==> src/rtl/dbg_rd_pkg.sv <==
package dbg_rd_pkg;
   typedef enum logic [1:0] {
      STAT_IDLE  = 2'b00,
      STAT_BUSY  = 2'b01,
      STAT_VALID = 2'b11
   } stat_e;

   typedef enum logic [1:0] {
      PH_IDLE   = 2'b00,
      PH_STREAM = 2'b01,
      PH_DRAIN  = 2'b10
   } phase_e;
endpackage

==> src/rtl/dbg_rd_txbuf.sv <==
// Holding buffer with transmit-complete flag and sticky overrun.
module dbg_rd_txbuf #(
   parameter int DATA_W = 8
) (
   input  logic              clk,
   input  logic              rst_n,
   input  logic              accept_en,
   input  logic              wr,
   input  logic [DATA_W-1:0] wdata,
   input  logic              take,
   output logic [DATA_W-1:0] buf_q,
   output logic              txc,
   output logic              txc_nxt,
   output logic              ovr
);
   logic wr_ok, wr_rej, take_hit;

   assign wr_ok    = wr & ~txc & accept_en;
   assign wr_rej   = wr & txc;           // rejected write
   assign take_hit = take & txc;

   always_comb begin
      txc_nxt = txc;
      if (wr_ok)         txc_nxt = 1'b1;
      else if (take_hit) txc_nxt = 1'b0;
   end

   always_ff @(posedge clk) begin
      if (!rst_n) begin
         buf_q <= '0;
         txc   <= 1'b0;
         ovr   <= 1'b0;
      end else begin
         txc <= txc_nxt;
         if (wr_ok)  buf_q <= wdata;
         if (wr_rej) ovr   <= 1'b1;
      end
   end
endmodule

==> src/rtl/dbg_rd_seq.sv <==
// Stream phase sequencer: idle, streaming, draining the last byte.
module dbg_rd_seq
   import dbg_rd_pkg::*;
(
   input  logic   clk,
   input  logic   rst_n,
   input  logic   start,
   input  logic   stop,
   input  logic   take,
   input  logic   txc,
   input  logic   txc_nxt,
   output phase_e phase
);
   phase_e phase_d;

   always_comb begin
      phase_d = phase;
      unique case (phase)
         PH_IDLE:   if (start) phase_d = PH_STREAM;
         PH_STREAM: if (stop)  phase_d = txc_nxt ? PH_DRAIN : PH_IDLE;
         PH_DRAIN:  if (take && txc) phase_d = PH_IDLE;
         default:   phase_d = PH_IDLE;
      endcase
   end

   always_ff @(posedge clk) begin
      if (!rst_n) phase <= PH_IDLE;
      else        phase <= phase_d;
   end
endmodule

==> src/rtl/dbg_rd_resp.sv <==
// Registered host response: strobe, status tag and data byte.
module dbg_rd_resp
   import dbg_rd_pkg::*;
#(
   parameter int DATA_W = 8
) (
   input  logic              clk,
   input  logic              rst_n,
   input  logic              take,
   input  logic              txc,
   input  phase_e            phase,
   input  logic [DATA_W-1:0] buf_q,
   output logic              vld,
   output logic [1:0]        stat,
   output logic [DATA_W-1:0] data
);
   stat_e tag;

   always_comb begin
      if (txc)                  tag = STAT_VALID;
      else if (phase == PH_IDLE) tag = STAT_IDLE;
      else                      tag = STAT_BUSY;
   end

   always_ff @(posedge clk) begin
      if (!rst_n) begin
         vld  <= 1'b0;
         stat <= STAT_IDLE;
         data <= '0;
      end else begin
         vld <= take;
         if (take) begin
            stat <= tag;
            data <= txc ? buf_q : '0;
         end
      end
   end
endmodule

==> src/rtl/dbg_readout.sv <==
module dbg_readout
   import dbg_rd_pkg::*;
#(
   parameter int DATA_W = 8
) (
   input  logic              clk,
   input  logic              rst_n,
   input  logic              op_start,
   input  logic              prod_wr,
   input  logic [DATA_W-1:0] prod_data,
   input  logic              prod_end,
   output logic              txc_flag,
   output logic              ovr_flag,
   input  logic              host_xfer,
   output logic              host_vld,
   output logic [1:0]        host_stat,
   output logic [DATA_W-1:0] host_byte
);
   if (DATA_W != 8) begin : g_bad_width
      $error("dbg_readout: DATA_W must be 8");
   end

   logic [DATA_W-1:0] buf_q;
   logic              txc_q, txc_nxt;
   phase_e            phase;

   dbg_rd_txbuf #(.DATA_W(DATA_W)) u_txbuf (
      .clk       (clk),
      .rst_n     (rst_n),
      .accept_en (phase == PH_STREAM),
      .wr        (prod_wr),
      .wdata     (prod_data),
      .take      (host_xfer),
      .buf_q     (buf_q),
      .txc       (txc_q),
      .txc_nxt   (txc_nxt),
      .ovr       (ovr_flag)
   );

   dbg_rd_seq u_seq (
      .clk     (clk),
      .rst_n   (rst_n),
      .start   (op_start),
      .stop    (prod_end),
      .take    (host_xfer),
      .txc     (txc_q),
      .txc_nxt (txc_nxt),
      .phase   (phase)
   );

   dbg_rd_resp #(.DATA_W(DATA_W)) u_resp (
      .clk   (clk),
      .rst_n (rst_n),
      .take  (host_xfer),
      .txc   (txc_q),
      .phase (phase),
      .buf_q (buf_q),
      .vld   (host_vld),
      .stat  (host_stat),
      .data  (host_byte)
   );

   assign txc_flag = txc_q;
endmodule

==> config.mk <==
export PLATFORM = sky130hd
export DESIGN_NAME = dbg_readout
export DESIGN_NICKNAME = d
export VERILOG_FILES = /design/src/rtl/dbg_rd_pkg.sv /design/src/rtl/dbg_rd_txbuf.sv /design/src/rtl/dbg_rd_seq.sv /design/src/rtl/dbg_rd_resp.sv /design/src/rtl/dbg_readout.sv
export SDC_FILE = /design/constraint.sdc
export NUM_CORES = 1
export LEC_CHECK = 0
export BUFFER_PORTS_ARGS = -buffer_cell sky130_fd_sc_hd__buf_2
export CORE_MARGIN = 1
export CORE_UTILIZATION = 52
export CTS_BUF_LIST = sky130_fd_sc_hd__clkbuf_4
export DETAILED_ROUTE_END_ITERATION = 8
export GPL_ROUTABILITY_DRIVEN = 0
export PLACE_DENSITY = 0.8
export SETUP_SLACK_MARGIN = 0.4
export SLEW_MARGIN = 25
export SYNTH_ARGS = -nofsm -noshare
export SYNTH_HDL_FRONTEND = slang
export SYNTH_HIERARCHICAL = 1
export SYNTH_SLANG_ARGS = --single-unit
==> constraint.sdc <==
create_clock -name clk -period 1.7 [get_ports clk]
set_input_delay 0.34 -clock clk [delete_from_list [all_inputs] [get_ports clk]]
set_output_delay 0.34 -clock clk [all_outputs]
set_load 0.05 [all_outputs]
==> results.toml <==
[status]
outcome = "complete, no violations"

[finish]
syn2layout_area_growth_pct = 18.6
final_net_count = 141
proportion_of_layout_cells_with_a_drive_suffix_above_1 = 0.317
num_antenna_cells = 0

[clock_network]
tritoncts = "yes"
post_cts_hold_buffer_count = 0
clk_pin_slew_worst_paths_ns = 0.11
cts_num_sinks = 23
clk_latency_ns = 0.30
h-tree-depth = 1
number_of_cts_inserted_buffers = 3
cts_root_buffer = "sky130_fd_sc_hd__clkbuf_4"
clockBufferDepth = 2

[power_and_ir_drop]
cellLeakagePower_uw = 0.000523
vdd_drop_max_v = 0.000680
sequential_power_share = 0.608
internal_power_uw = 709
fin_total_pwr_uw = 927
p_clk_frac = 0.271
power-per-cell-area_nw_per_um2 = 812
power.share.combinational = 0.121
switching_share = 0.235
p_switching_uw = 218

[critical_path]
crit_path_start = "u_resp/stat[0]$_SDFFE_PN0P_"
cp_slowest_cell = "sky130_fd_sc_hd__dfxtp_1"
setup.worst_path.start_class = "register"
reg2reg_to = "u_txbuf/txc$_SDFF_PN0_"
endpoint = "host_stat[0]"
crit_path_dat_ns = 0.91
worst_path_dominant_cell_family = "flip-flops"
critPathCaptureType = "output pin"
worst_reg2reg_path_length_in_cells = 4
critical_path_depth = 1
path_max_fanout = 2
timing.rr.start = "u_seq/phase[1]$_SDFFE_PN0P_"
path_buf_inv = 1
setup.worst_path.class = "register to output pin"
timing.critical_path.cells = "buf_2"
worst_path_largest_cell_delay_ns = 0.35
r2r_setup_slack_ns = 0.51
worstPathRequired_ns = 1.36

[grt]
grt_first_pass_wirelength_um = 2750
grt_antenna_before_repair = 0
grt_overflow_total = 0
grt_util_all_layers = 0.191
grt_max_degree = 31
grt_pass1_vias = 638

[drt]
viasPerCell = 4.92
drt_first_pass_iters = 4
routed_wire_length_per_instance_um = 10.9
route.final.wire_length_um = 1640
drtIter0Drc = 13
drt_drc_violations_left = 0
detail-route-antenna-nets = 0
detailroute.via_count = 743

[sta]
finalClockSkew_ns = 0.00104
final_max_slew_viol_count = 0
worst_slew_pin_slew_ns = 0.445
timing.slew.headroom = 0.703
grt_setup_unrepaired = "no"
final.min_clock_period_ns = 1.25
final.setup.tns_ns = 0
final_min_period_over_clock_period = 0.734
hold_viol = 0
max_clock_freq_mhz = 802
timing.final.setup_violations = 0

[synth]
synth.most_common_cell = "sky130_fd_sc_hd__nand2_1"
sequential_cell_area_fraction_in_the_yosys_report = 0.479
synth_fp_nets = 113
postSynth.asyncResetShare = 0
netlist.area_leader.share = 0.479
syn-cell-area_um2 = 962
synth.distinct_cells = 23
synth_edf_count = 0
ys_top_cells_by_area = "sky130_fd_sc_hd__dfxtp_1 (48%), sky130_fd_sc_hd__mux2i_1 (10%), sky130_fd_sc_hd__nand2_1 (9.8%)"
ys_warn_count = 6
syn_avg_cell_area_um2 = 9.72
synth_top_area_cell = "sky130_fd_sc_hd__dfxtp_1"
synth_top_cells_by_count = "sky130_fd_sc_hd__nand2_1 (25), sky130_fd_sc_hd__dfxtp_1 (23), sky130_fd_sc_hd__mux2i_1 (10), sky130_fd_sc_hd__nand3b_1 (9), sky130_fd_sc_hd__nand4_1 (8)"
instance_count_of_the_mapped_netlist = 99
ys_dominant_reg_cell = "sky130_fd_sc_hd__dfxtp_1"
flop_and_latch_count_out_of_synthesis = 23

[floorplan]
floorplan.initialDensity = 0.557
die-area_um2 = 2030
die_height_um = 45.0
chipWidth_um = 45.0
fp.coreArea_um2 = 1730
pin_count = 27
row_count = 15

[min_path]
worst_hold_path_type = "primary input to register"

[place]
port_buffers = 26
detailed_place_hpwl_um = 1140

[flow_run]
max-cap-violations = 0
==> cell usage in the layout (no fill, tap or decap) <==
master / count
sky130_fd_sc_hd__nand2_1: 25
sky130_fd_sc_hd__dfxtp_1: 21
sky130_fd_sc_hd__buf_2: 20
sky130_fd_sc_hd__mux2i_1: 10
sky130_fd_sc_hd__clkbuf_4: 9
sky130_fd_sc_hd__nand3b_1: 9
sky130_fd_sc_hd__nand4_1: 8
sky130_fd_sc_hd__buf_4: 5
sky130_fd_sc_hd__a21oi_1: 2
sky130_fd_sc_hd__nor2b_1: 2
sky130_fd_sc_hd__nor2b_4: 1
sky130_fd_sc_hd__buf_6: 1
sky130_fd_sc_hd__nor3_1: 1
sky130_fd_sc_hd__o21ai_0: 1
sky130_fd_sc_hd__and2_1: 1
sky130_fd_sc_hd__nand4b_1: 1
sky130_fd_sc_hd__a21boi_1: 1
sky130_fd_sc_hd__inv_1: 1
sky130_fd_sc_hd__nor3b_2: 1
sky130_fd_sc_hd__dfxtp_2: 1
sky130_fd_sc_hd__and3b_1: 1
sky130_fd_sc_hd__nor2b_2: 1
sky130_fd_sc_hd__or2_1: 1
sky130_fd_sc_hd__o21a_1: 1
sky130_fd_sc_hd__dfxtp_4: 1
==> flip-flops by register name, summed over array words and instances (netlist names) <==
name	cells
u_txbuf/ovr	1
u_seq/phase	2
u_txbuf/txc	1
u_resp/stat	2
u_txbuf/buf_q	8
u_resp/data	8
u_resp/vld	1
==> metal layers <==
layer | routed length, um | track usage
met3 | 76 | 0.0600
met1 | 789 | 0.259
met4 | 15 | 0.0727
met5 | 0 | 0
met2 | 757 | 0.284
==> logic make-up after synthesis <==
kind of cell           after synthesis  share of synthesized area
flip-flops                          23                      0.479
AND/OR/NAND/NOR                     52                      0.306
AO/OA/AOI/OAI                        5                     0.0312
multiplexers                        10                      0.104
buffers and inverters                9                     0.0806
==> cell type report <==
| type | instances | area [um^2] |
|---|---|---|
| Clock buffer | 4 | 30.0 |
| Inverter | 1 | 3.75 |
| Tap cell | 25 | 31.3 |
| Multi-Input combinational cell | 67 | 424 |
| Fill cell | 151 | 586 |
| Timing Repair Buffer | 31 | 186 |
| Sequential cell | 23 | 465 |
==> worst min-delay path by stage <==
stage / slack [ns] / end / cells after the start / startpoint
after floorplan: 0.43 / u_txbuf/buf_q[2]$_SDFFE_PN0P_ / 2 / u_txbuf/buf_q[2]$_SDFFE_PN0P_
after global placement: 0.45 / u_txbuf/buf_q[6]$_SDFFE_PN0P_ / 2 / u_txbuf/buf_q[6]$_SDFFE_PN0P_
after detailed placement: 0.45 / u_txbuf/buf_q[6]$_SDFFE_PN0P_ / 2 / u_txbuf/buf_q[6]$_SDFFE_PN0P_
after CTS: 0.26 / u_txbuf/buf_q[5]$_SDFFE_PN0P_ / 3 / prod_data[5]
after global routing: 0.27 / u_txbuf/buf_q[2]$_SDFFE_PN0P_ / 3 / prod_data[2]
final: 0.27 / u_txbuf/buf_q[5]$_SDFFE_PN0P_ / 3 / prod_data[5]
==> repair_timing <==
| action | 4_1_cts | 5_1_grt |
|---|---|---|
| buffers inserted | 0 | 2 |
| resized for setup | 2 | 6 |
| pin swaps | 0 | 0 |
| endpoints found under the setup margin | 1 | 14 |
==> power by group through the flow <==
stage / combinational [uW] / sequential (uW) / clock [uW]
3_5_place_dp: 104 / 579 / 0
2_1_floorplan: 67.2 / 594 / 0
5_1_grt: 123 / 567 / 287
6_report: 112 / 564 / 251
3_3_place_gp: 103 / 578 / 0
4_1_cts: 106 / 567 / 265
==> metrics by stage <==
stage | std cells | area [um^2] | setup slack [ns] | util | hold WS [ns]
after global placement | 145 | 1080 | 0.505 | 0.623 | 0.448
after global routing | 151 | 1140 | 0.401 | 0.661 | 0.274
after floorplan | 99 | 966 | 0.457 | - | 0.435
after CTS | 149 | 1110 | 0.413 | 0.644 | 0.260
after detailed placement | 145 | 1080 | 0.491 | 0.623 | 0.450
final | 151 | 1140 | 0.453 | 0.661 | 0.273
Note: power is estimated with default switching activity, not from simulation.
